`src/rtl/pwgate_pkg.sv`:
```
package pwgate_pkg;
    typedef enum logic [2:0] {
        ST_IDLE    = 3'd0,
        ST_COLLECT = 3'd1,
        ST_CHECK   = 3'd2,
        ST_PASS    = 3'd3,
        ST_FAIL    = 3'd4
    } pg_state_t;
endpackage

```
`src/rtl/pwgate_seq.sv`:
```
module pwgate_seq
    import pwgate_pkg::*;
#(
    parameter int WORD_W  = 16,
    parameter int ADDR_W  = 10,
    parameter int PW_BASE = 16,
    parameter int PW_LEN  = 16
) (
    input  logic              clk_i,
    input  logic              por_n_i,
    input  logic              rst_n_i,
    input  logic              start_i,
    input  logic              code_locked_i,
    input  logic              abort_i,
    input  logic              cand_valid_i,
    input  logic [WORD_W-1:0] cand_word_i,
    input  logic [WORD_W-1:0] mem_rd_data_i,
    output logic              mem_rd_en_o,
    output logic [ADDR_W-1:0] mem_addr_o,
    output logic              unlock_evt_o,
    output logic              pass_o,
    output logic              fail_o,
    output logic              busy_o
);
    localparam int IDX_W = (PW_LEN > 1) ? $clog2(PW_LEN) : 1;
    localparam logic [IDX_W-1:0] LAST_IDX = IDX_W'(PW_LEN - 1);

    pg_state_t         state_q, state_d;
    logic [IDX_W-1:0]  idx_q;
    logic [WORD_W-1:0] cand_q;
    logic              sys_rst_n;
    logic              word_match;

    assign sys_rst_n  = por_n_i & rst_n_i;
    assign word_match = (cand_q == mem_rd_data_i);

    // next-state logic
    always_comb begin
        state_d = state_q;
        unique case (state_q)
            ST_IDLE: begin
                if (start_i && !abort_i)
                    state_d = code_locked_i ? ST_FAIL : ST_COLLECT;
            end
            ST_COLLECT: begin
                if (abort_i)           state_d = ST_IDLE;
                else if (cand_valid_i) state_d = ST_CHECK;
            end
            ST_CHECK: begin
                if (abort_i)          state_d = ST_IDLE;
                else if (!word_match) state_d = ST_FAIL;
                else if (idx_q == LAST_IDX) state_d = ST_PASS;
                else                  state_d = ST_COLLECT;
            end
            ST_PASS: state_d = ST_IDLE;
            ST_FAIL: state_d = ST_IDLE;
            default: state_d = ST_IDLE;
        endcase
    end

    // state register plus word index and captured candidate
    always_ff @(posedge clk_i) begin
        if (!sys_rst_n) begin
            state_q <= ST_IDLE;
            idx_q   <= '0;
            cand_q  <= '0;
        end else begin
            state_q <= state_d;
            if (state_q == ST_IDLE)
                idx_q <= '0;
            else if (state_q == ST_CHECK && state_d == ST_COLLECT)
                idx_q <= idx_q + 1'b1;
            if (state_q == ST_COLLECT && cand_valid_i)
                cand_q <= cand_word_i;
        end
    end

    // outputs
    always_comb begin
        mem_rd_en_o  = (state_q == ST_COLLECT) && cand_valid_i && !abort_i;
        mem_addr_o   = ADDR_W'(PW_BASE) + ADDR_W'(idx_q);
        unlock_evt_o = (state_q == ST_CHECK) && (state_d == ST_PASS);
        pass_o       = (state_q == ST_PASS);
        fail_o       = (state_q == ST_FAIL);
        busy_o       = (state_q == ST_COLLECT) || (state_q == ST_CHECK);
    end

    AST_READ_IN_WINDOW: assert property (@(posedge clk_i) disable iff (!sys_rst_n)
        mem_rd_en_o |-> (mem_addr_o >= ADDR_W'(PW_BASE)) &&
                        (mem_addr_o <  ADDR_W'(PW_BASE + PW_LEN)));
    AST_RESULT_RETURNS_IDLE: assert property (@(posedge clk_i) disable iff (!sys_rst_n)
        (pass_o || fail_o) |=> !busy_o && !pass_o && !fail_o);
    AST_ABORT_ENDS_ATTEMPT: assert property (@(posedge clk_i) disable iff (!sys_rst_n)
        (busy_o && abort_i) |=> !busy_o && !pass_o);
endmodule

```
`src/rtl/pwgate_locks.sv`:
```
module pwgate_locks (
    input  logic clk_i,
    input  logic por_n_i,
    input  logic rst_n_i,
    input  logic cl_restore_i,
    input  logic unlock_evt_i,
    input  logic lock_cmd_i,
    input  logic erase_cmd_i,
    output logic pwd_lock_o,
    output logic code_lock_o,
    output logic erase_go_o
);
    logic pwd_lock_q, code_lock_q, erase_go_q;

    // lock bits: only power-on reset touches them
    always_ff @(posedge clk_i) begin
        if (!por_n_i) begin
            pwd_lock_q  <= 1'b1;
            code_lock_q <= cl_restore_i;
        end else begin
            if (unlock_evt_i)     pwd_lock_q  <= 1'b0;
            if (erase_cmd_i)      code_lock_q <= 1'b0;
            else if (lock_cmd_i)  code_lock_q <= 1'b1;
        end
    end

    always_ff @(posedge clk_i) begin
        if (!por_n_i || !rst_n_i) erase_go_q <= 1'b0;
        else                      erase_go_q <= erase_cmd_i;
    end

    assign pwd_lock_o  = pwd_lock_q;
    assign code_lock_o = code_lock_q;
    assign erase_go_o  = erase_go_q;

    AST_PW_NO_RELOCK: assert property (@(posedge clk_i) disable iff (!por_n_i)
        !$rose(pwd_lock_q));
    AST_CL_ONLY_ERASE: assert property (@(posedge clk_i) disable iff (!por_n_i)
        $fell(code_lock_q) |-> $past(erase_cmd_i));
    AST_CL_SET_BY_CMD: assert property (@(posedge clk_i) disable iff (!por_n_i)
        $rose(code_lock_q) |-> $past(lock_cmd_i) && !$past(erase_cmd_i));
endmodule

```
`src/rtl/pwgate_top.sv`:
```
module pwgate_top #(
    parameter int WORD_W  = 16,
    parameter int ADDR_W  = 10,
    parameter int PW_BASE = 16,
    parameter int PW_LEN  = 16
) (
    input  logic              clk_i,
    input  logic              por_n_i,
    input  logic              rst_n_i,
    input  logic              cl_restore_i,
    input  logic              unlock_req_i,
    input  logic              cand_valid_i,
    input  logic [WORD_W-1:0] cand_word_i,
    output logic              mem_rd_en_o,
    output logic [ADDR_W-1:0] mem_addr_o,
    input  logic [WORD_W-1:0] mem_rd_data_i,
    input  logic              lock_cmd_i,
    input  logic              erase_cmd_i,
    output logic              erase_go_o,
    output logic              busy_o,
    output logic              pass_o,
    output logic              fail_o,
    output logic              grant_o,
    output logic              pwd_lock_o,
    output logic              code_lock_o
);
    logic unlock_evt;
    logic abort;

    assign abort = erase_cmd_i | lock_cmd_i;

    pwgate_seq #(
        .WORD_W (WORD_W),
        .ADDR_W (ADDR_W),
        .PW_BASE(PW_BASE),
        .PW_LEN (PW_LEN)
    ) seq_i (
        .clk_i        (clk_i),
        .por_n_i      (por_n_i),
        .rst_n_i      (rst_n_i),
        .start_i      (unlock_req_i),
        .code_locked_i(code_lock_o),
        .abort_i      (abort),
        .cand_valid_i (cand_valid_i),
        .cand_word_i  (cand_word_i),
        .mem_rd_data_i(mem_rd_data_i),
        .mem_rd_en_o  (mem_rd_en_o),
        .mem_addr_o   (mem_addr_o),
        .unlock_evt_o (unlock_evt),
        .pass_o       (pass_o),
        .fail_o       (fail_o),
        .busy_o       (busy_o)
    );

    pwgate_locks locks_i (
        .clk_i       (clk_i),
        .por_n_i     (por_n_i),
        .rst_n_i     (rst_n_i),
        .cl_restore_i(cl_restore_i),
        .unlock_evt_i(unlock_evt),
        .lock_cmd_i  (lock_cmd_i),
        .erase_cmd_i (erase_cmd_i),
        .pwd_lock_o  (pwd_lock_o),
        .code_lock_o (code_lock_o),
        .erase_go_o  (erase_go_o)
    );

    assign grant_o = !pwd_lock_o && !code_lock_o;

    AST_PASS_UNLOCKED: assert property (@(posedge clk_i) disable iff (!por_n_i || !rst_n_i)
        pass_o |-> !pwd_lock_o && grant_o == !code_lock_o);
    AST_LOCKED_NO_READ: assert property (@(posedge clk_i) disable iff (!por_n_i || !rst_n_i)
        code_lock_o |-> !mem_rd_en_o && !pass_o);
    AST_FAIL_KEEPS_LOCK: assert property (@(posedge clk_i) disable iff (!por_n_i || !rst_n_i)
        fail_o |-> $stable(pwd_lock_o));
    AST_GRANT_NEEDS_PASS: assert property (@(posedge clk_i) disable iff (!por_n_i)
        $rose(grant_o) |-> $past(unlock_evt) || $past(erase_cmd_i));
endmodule

```
`config.mk`:
```
export PLATFORM = sky130hd
export DESIGN_NAME = pwgate_top
export DESIGN_NICKNAME = d
export VERILOG_FILES = /design/src/rtl/pwgate_pkg.sv /design/src/rtl/pwgate_seq.sv /design/src/rtl/pwgate_locks.sv /design/src/rtl/pwgate_top.sv
export SDC_FILE = /design/constraint.sdc
export NUM_CORES = 1
export LEC_CHECK = 0
export ABC_AREA = 1
export BUFFER_PORTS_ARGS = -buffer_cell sky130_fd_sc_hd__buf_4
export CELL_PAD_IN_SITES_DETAIL_PLACEMENT = 2
export CELL_PAD_IN_SITES_GLOBAL_PLACEMENT = 2
export CORE_MARGIN = 4
export CORE_UTILIZATION = 25
export CTS_BUF_LIST = sky130_fd_sc_hd__clkbuf_4
export CTS_CLUSTER_DIAMETER = 40
export CTS_CLUSTER_SIZE = 25
export DETAILED_ROUTE_END_ITERATION = 7
export PLACE_DENSITY_LB_ADDON = 0.1
export SLEW_MARGIN = 25
export SYNTH_ARGS = -nofsm -noshare
export SYNTH_HDL_FRONTEND = slang
export SYNTH_SLANG_ARGS = --single-unit
```
`constraint.sdc`:
```
create_clock -name clk_i -period 1.93 [get_ports clk_i]
set_clock_uncertainty 0.2 [all_clocks]
set_input_delay 0.386 -clock clk_i [delete_from_list [all_inputs] [get_ports clk_i]]
set_output_delay 0.386 -clock clk_i [all_outputs]
set_load 0.005 [all_outputs]
```
## Yosys cells after proc, flatten, opt, wreduce, memory -nomap -nowiden

Cells that the tools add are included.

| storage, ports and cells | value |
|---|---|
| flip-flop bits (word level) | 26 |
| output and inout bits | 18 |

| operators by class | value |
|---|---|
| add/subtract/negate cells | 2 |
| eq/ne operators | 9 |
| multiplexer cells | 11 |
| bitwise operators | 3 |
| reduce and logical (&&, ||, !) cells | 15 |

Operators by type and width:

| cell | number |
|---|---|
| 3-bit two-way mux | 6 |
| 16-bit equality test | 1 |
| 3-bit by 2-bit equality test with 1-bit output (second input constant) | 3 |
| 3-bit case mux with 3 select lines | 1 |
| 5-bit by 4-bit adder with 6-bit output (first input constant) | 1 |
| 3-bit by 1-bit equality test with 1-bit output (second input constant) | 2 |
| 1-bit logical AND | 6 |
| 1-bit logical NOT | 5 |
| 4-bit by 1-bit adder with 4-bit output (second input constant) | 1 |
| 4-bit equality test (second input constant) | 1 |
| 3-bit equality test (second input constant) | 1 |
| 3-bit logical NOT | 1 |
| 1-bit two-way mux | 3 |
| 3-bit by 1-bit inequality test with 1-bit output (second input constant) | 1 |
| 1-bit logical OR | 2 |
| 2-bit two-way mux | 1 |
| 2-bit OR reduction | 1 |
| 1-bit AND | 1 |
| 1-bit NOT | 1 |
| 1-bit bitwise OR | 1 |

## Logic depth before layout (Yosys ltp)

Gate-level depths: netlist (run 1).

| logic depth | value |
|---|---|
| depth in word-level cells | 7 |
| depth in mapped cells | 11 |
| mapped depth without buffers | 11 |

## Hierarchy

From an unflattened synthesis (run 1), not the netlist that was laid out.

| unflattened totals | value |
|---|---|
| cell total of the unflattened synthesis | 236 |
| area total of the unflattened synthesis | 1483.9 um^2 |

Modules (own cells, without submodules):

| module | instances | cells an instance | area each (um^2) | sequential area each (um^2) |
|---|---|---|---|---|
| pwgate_seq | 1 | 218 | 1353.8 | 460.4 |
| pwgate_locks | 1 | 14 | 115.1 | 70.1 |
| pwgate_top | 1 | 4 | 15.0 | 0.0 |

## Worst setup path after synthesis (run 1)

No wires, ideal clock.

| timing | value |
|---|---|
| path kind | input-to-reg |
| start point | input port mem_rd_data_i[2] |
| end point | register seq_i.idx_q[0] |
| data arrival time | 1.211 ns |
| required time | 1.613 ns |
| path slack | 0.401 ns |
| stages | 11 |
| path buffers | 0 |
| cells stage by stage | inv_1 nand2_1 nand2_1 nor2_1 nand2_1 nor2_4 nand2_2 nor2_4 nand3_4 o21ai_1 a21oi_1 |

| on the way | value |
|---|---|
| longest elaborated chain between the ends | 6 |

Ends and longest elaborated chain:

| what | line | text |
|---|---|---|
| start: declaration | pwgate_top.sv:16 | `input logic [WORD_W-1:0] mem_rd_data_i,` |
| 16-bit equality test | pwgate_seq.sv:35 | `assign word_match = (cand_q == mem_rd_data_i);` |
| 3-bit two-way mux | pwgate_seq.sv:51 | `else if (!word_match) state_d = ST_FAIL;` |
| 3-bit two-way mux | pwgate_seq.sv:50 | `if (abort_i) state_d = ST_IDLE;` |
| 3-bit case mux with 3 select lines | pwgate_seq.sv:40 | `unique case (state_q)` |
| 3-bit by 1-bit equality test with 1-bit output | pwgate_seq.sv:71 | `else if (state_q == ST_CHECK && state_d == ST_COLLECT)` |
| 1-bit logical AND | pwgate_seq.sv:71 |  |
| end signal: assignment | pwgate_seq.sv:72 | `idx_q <= idx_q + 1'b1;` |
| end: declaration | pwgate_seq.sv:29 | `logic [IDX_W-1:0] idx_q;` |

No other way between the ends.
A chain may end at the register's enable or synchronous reset.

## Final worst setup path (run 1)

| timing | value |
|---|---|
| start point | register seq_i.state_q[1] |
| end point | output port mem_rd_en_o |

| on the way | value |
|---|---|
| longest elaborated chain between the ends | 3 |

Ends and longest elaborated chain:

| what | line | text |
|---|---|---|
| start: declaration | pwgate_seq.sv:28 | `pg_state_t state_q, state_d;` |
| start signal: assignment | pwgate_seq.sv:68 | `state_q <= state_d;` |
| 3-bit by 1-bit equality test with 1-bit output | pwgate_seq.sv:80 | `mem_rd_en_o = (state_q == ST_COLLECT) && cand_valid_i && !abort_i;` |
| 1-bit logical AND (2 in series) | pwgate_seq.sv:80 |  |
| end: declaration | pwgate_top.sv:14 | `output logic mem_rd_en_o,` |

No other way between the ends.

==> impl_metrics.ini, run 1 <==
[run_status]
status = finished clean

[cells_and_area]
fin_nets = 324
diodes = 0
area.growth.synth_to_final_pct = 33.42
ff_latch_area_um2 = 533.0
nFillCells = 703
multi_input_area_um2 = 753.2
drive_gt1_frac = 0.2908

[global_routing]
grt_first_pass_wirelength_mm = 7.286
grt_max_degree = 15
grt_overflow = 0
track_usage = 0.1222
antenna_found_initial = 0
grt_pass1_vias = 1660

[clock_network]
clkSinkCount = 26
cts_made_buffers = 3
clockRootBuffer = clkbuf_4
htree_levels = 1
path_clk_slew_ns = 0.16
cts_hold_buffers = 0
tritoncts = yes
cts_buffer_depth = 2
clk_latency_ns = 0.33

[sta]
max_freq_mhz = 554.8
setup_viol = 0
finalHoldViolations = 0
fin_crit_ns = 1.802
post-route-period-util = 0.9339
maxSlewViolCount = 0
fin_setup_tns_ns = 0
rsz0062_at_grt = false

[power]
power_mw = 0.9536
max-vdd-ir-drop_mv = 0.1918
p_leak_nw = 0.8994
p_per_area_mw_per_mm2 = 483.3

[setup_path]
r2r_slack_ns = 0.27
start_kind = flop
crit_required_ns = 1.34
critPathCaptureType = primary output
cp.arrival_ns = 1.22
critPathKind = reg2out
path_max_fanout = 4

[logic_synthesis]
netlist_top_cells_area = dfxtp_1 34%, nand2_1 12%, nor2_1 9.4%
synth_commonest_cells = 49 x nand2_1, 37 x nor2_1, 35 x inv_1
async_flop_share = 0
synth_edf_count = 1
synth_area_leader_cell = dfxtp_1
ys_warn_count = 0
ys_types = 24
yosysTopAreaCellShare = 0.3384
synth_area_per_cell_um2 = 6.486
yosysMostFrequentCell = nand2_1
synth_ff_type = dfxtp_1
netlist_instances = 228
syn_area_mm2 = 0.001479
synth_seq_area_share = 0.3587
ys_ff_latch = 26

[floorplan]
die-area_mm2 = 0.007211
row_count = 27
initial_core_util = 0.2637
die_x_um = 84.92
coreArea_mm2 = 0.005608
dieHeight_um = 84.92
ios = 58

[hold_path]
hp-class = in2reg

[route]
ant_nets = 0
drt-total-wl_mm = 4.175
wire_per_inst_um = 11.79
firstDrtPassIters = 4
drtIter0Drc = 21
drc = 0
routed_via_density = 4.404
vias = 1559

[placement]
port_buffers = 51
gp_congestion = 0.7882
hpwl_mm = 3.510

[run]
cap_violations = 0
-- layer usage --
metal / vias up / global-route usage / part of all wire
met5: - / 0 / 0
met4: 0 / 0.03885 / 0.012
met3: 4 / 0.01845 / 0.042
met2: 30 / 0.2185 / 0.51
met1: 725 / 0.1496 / 0.44
li1: 800 / - / -
-- worst max-delay path, cell delays in order (launching register included) --
cell,delay [ns]
dfxtp_2,0.37
inv_1,0.13
nand4_4,0.13
nor2_4,0.14
buf_4,0.13
-- state kept, by name, indices dropped and copies added (netlist names) --
signal / count
seq_i.state_q: 3
seq_i.cand_q: 16
locks_i.code_lock_o: 1
locks_i.pwd_lock_o: 1
locks_i.erase_go_o: 1
seq_i.idx_q: 4
-- cells in the final DEF (no fill, tap or decap), types with 5 or more instances in the layout --
cell type / count
nor2_4: 5
o21ai_0: 17
inv_2: 7
a21oi_1: 18
buf_4: 55
inv_1: 34
nor2_1: 37
conb_1: 6
dfxtp_1: 23
nand2_1: 49
-- where the power goes --
part	switching, mW	internal (mW)	leakage [nW]
clock network	0.171	0.0950	0.0184
logic	0.0615	0.0767	0.668
registers	0.00408	0.545	0.213
-- kinds of logic after synthesis --
group,Yosys count,share of synthesized area
buffers and inverters,50,0.1421
DFF,26,0.3587
adders and majority gates,1,0.008459
and+or+nand+nor,111,0.3570
AOI/OAI and AO/OA,38,0.1286
other,2,0.005078
-- what timing repair did --
item / in CTS / in global routing
resized for setup: 1 / 2
pin swaps: 1 / 0
buffers inserted: 1 / 0
setup endpoints to repair: 1 / 1
-- layout make-up --
| class | count | area share |
|---|---|---|
| inverter | 41 | 0.07800 |
| multi-input combinational | 156 | 0.3817 |
| sequential | 26 | 0.2701 |
| tap | 72 | 0.04566 |
| clock buffer | 4 | 0.01522 |
| timing repair buffer | 55 | 0.2093 |
-- through the flow --
stage,std cells,cell area [um^2],setup slack [ns],utilization,hold slack [ns]
floorplan,232,1494,0.4013,-,0.2358
CTS,354,1972,0.08014,0.3516,0.03645
global route,354,1973,0.02618,0.3519,0.03462
finish,354,1973,0.1276,0.3519,0.05324
global placement,349,1933,0.1561,0.3447,0.2444
detailed placement,349,1933,0.09799,0.3447,0.2545
-- worst paths after layout --
path	startpoint	end	cells past startpoint
min	por_n_i	locks_i.pwd_lock_o$_SDFFE_PN1P_	2
max	seq_i.state_q[1]$_SDFF_PN0_	mem_rd_en_o	4
max reg2reg	seq_i.cand_q[7]$_SDFFE_PN0P_	seq_i.idx_q[1]$_SDFFE_PP0P_	11
min reg2reg	seq_i.cand_q[1]$_SDFFE_PN0P_	seq_i.cand_q[1]$_SDFFE_PN0P_	2
Power figures use the tool's default switching activity.
==> run 2: changes to the inputs <==
- CORE_ASPECT_RATIO: not set -> 0.9
==> impl_metrics.ini, run 2 (synthesis results as in run 1) <==
[route]
firstDrtPassIters = 2
drtIter0Drc = 40
drt-total-wl_mm = 4.383
vias = 1541
ant_nets = 0
wire_per_inst_um = 12.38
drc = 0
routed_via_density = 4.353

[cells_and_area]
fin_nets = 326
area.growth.synth_to_final_pct = 34.09
nFillCells = 709
multi_input_area_um2 = 753.2
max_flop_register = seq_i.cand_q
diodes = 0
mostFrequentLayoutCells = 56 x buf_4, 49 x nand2_1, 37 x nor2_1
largest_reg_flops = 16
ff_latch_area_um2 = 531.8
drive_gt1_frac = 0.2852
final_common_cell = buf_4
top_regs = seq_i.cand_q (16), seq_i.idx_q (4), seq_i.state_q (3)

[clock_network]
htree_levels = 1
cts_made_buffers = 3
clockRootBuffer = clkbuf_4
path_clk_slew_ns = 0.15
cts_buffer_depth = 2
tritoncts = yes
clkSinkCount = 26
clk_latency_ns = 0.33

[global_routing]
grt_first_pass_wirelength_mm = 7.155
met3_usage = 0.01724
grt_pass1_vias = 1539
grt_util_met2 = 0.1981
grt_overflow = 0
antenna_found_initial = 0
track_usage = 0.1272
grt_max_degree = 18
grt-busiest-layer = met2
met1_usage = 0.1829

[setup_path]
path_max_fanout = 4
cp.arrival_ns = 1.23
critPathCaptureType = primary output
crit_required_ns = 1.34
start_kind = flop
reg2regPathDepth = 10
critPathKind = reg2out

[hold_path]
hold_depth = 3
hp-class = in2reg

[floorplan]
initial_core_util = 0.2598
coreArea_mm2 = 0.005693
dieHeight_um = 80.97
row_count = 26
die-area_mm2 = 0.007212
ios = 58
die_x_um = 89.08

[power]
max-vdd-ir-drop_mv = 0.1667
p_leak_nw = 0.9051
power_mw = 0.9411
p_per_area_mw_per_mm2 = 474.5

[run]
cap_violations = 0

[sta]
tightest_slew_ns = 0.5787
fin_crit_ns = 1.811
finalHoldViolations = 0
layout_setup_ws_ns = 0.1189
setup_viol = 0
post-route-period-util = 0.9384
rsz0062_at_grt = false
max_freq_mhz = 552.1
maxSlewViolCount = 0
fin_setup_tns_ns = 0
slew_headroom = 0.6113

[placement]
port_buffers = 51
hpwl_mm = 3.643
gp_congestion = 0.7105
post-place-ws_ns = 0.01198

[run_status]
status = finished clean
[run 2: changes by cell type in the layout (fill, tap and decap cells not counted), sizes merged]
cell,previous run,this run
dlygate4sd3,0,1
clkinv,0,1
buf,55,56
clkbuf,4,3
[run 2: critical path, stage by stage, from the launching register on]
cell and delay, ns:
dfxtp_1 0.37, inv_1 0.14, nand4_4 0.13, nor2_4 0.14, buf_4 0.12
[run 2: path summary, 6_finish.rpt]
check / from / end / slack [ns]
setup / recovery: seq_i.state_q[1]$_SDFF_PN0_ / mem_rd_en_o / 0.12
hold / removal: erase_cmd_i / locks_i.erase_go_o$_SDFF_PN0_ / 0.11
hold reg to reg: seq_i.cand_q[1]$_SDFFE_PN0P_ / seq_i.cand_q[1]$_SDFFE_PN0P_ / 0.28
setup reg to reg: seq_i.cand_q[12]$_SDFFE_PN0P_ / seq_i.idx_q[1]$_SDFFE_PP0P_ / 0.19
[run 2: layout make-up]
type	count	share of cell area
well taps	70	0.04416
repair buffers	57	0.2170
inverters	41	0.07760
flip-flops and latches	26	0.2681
clock inverters	1	0.001893
clock buffers	3	0.01136
multi-input cells	156	0.3798
[run 2: metal layers]
metal	share of wire	wire length, um
met3	0.048	211
met2	0.45	1988
met4	0.0057	25
met5	0	0
met1	0.49	2158
[run 2: where the power goes]
part / internal [mW] / switching (mW) / leakage (nW)
sequential: 0.545 / 0.00429 / 0.212
combinational: 0.0793 / 0.0647 / 0.678
clock: 0.0759 / 0.172 / 0.0154
total: 0.700 / 0.241 / 0.905
[run 2: what timing repair did]
item / CTS / global route
hold buffers: 0 / 1
endpoints found under the hold margin: 0 / 1
setup buffers: 1 / 0
resized for setup: 1 / 1
setup endpoints to repair: 1 / 2
pin swaps: 1 / 0
[run 2: per-stage QoR]
step	util	instances	hold slack (ns)	cell area [um^2]
2_1_floorplan	-	232	0.2358	1494
3_3_place_gp	0.3404	348	0.2478	1938
3_5_place_dp	0.3404	348	0.2587	1938
4_1_cts	0.3466	353	0.01564	1973
5_1_grt	0.3484	354	0.08172	1983
6_report	0.3484	354	0.1053	1983
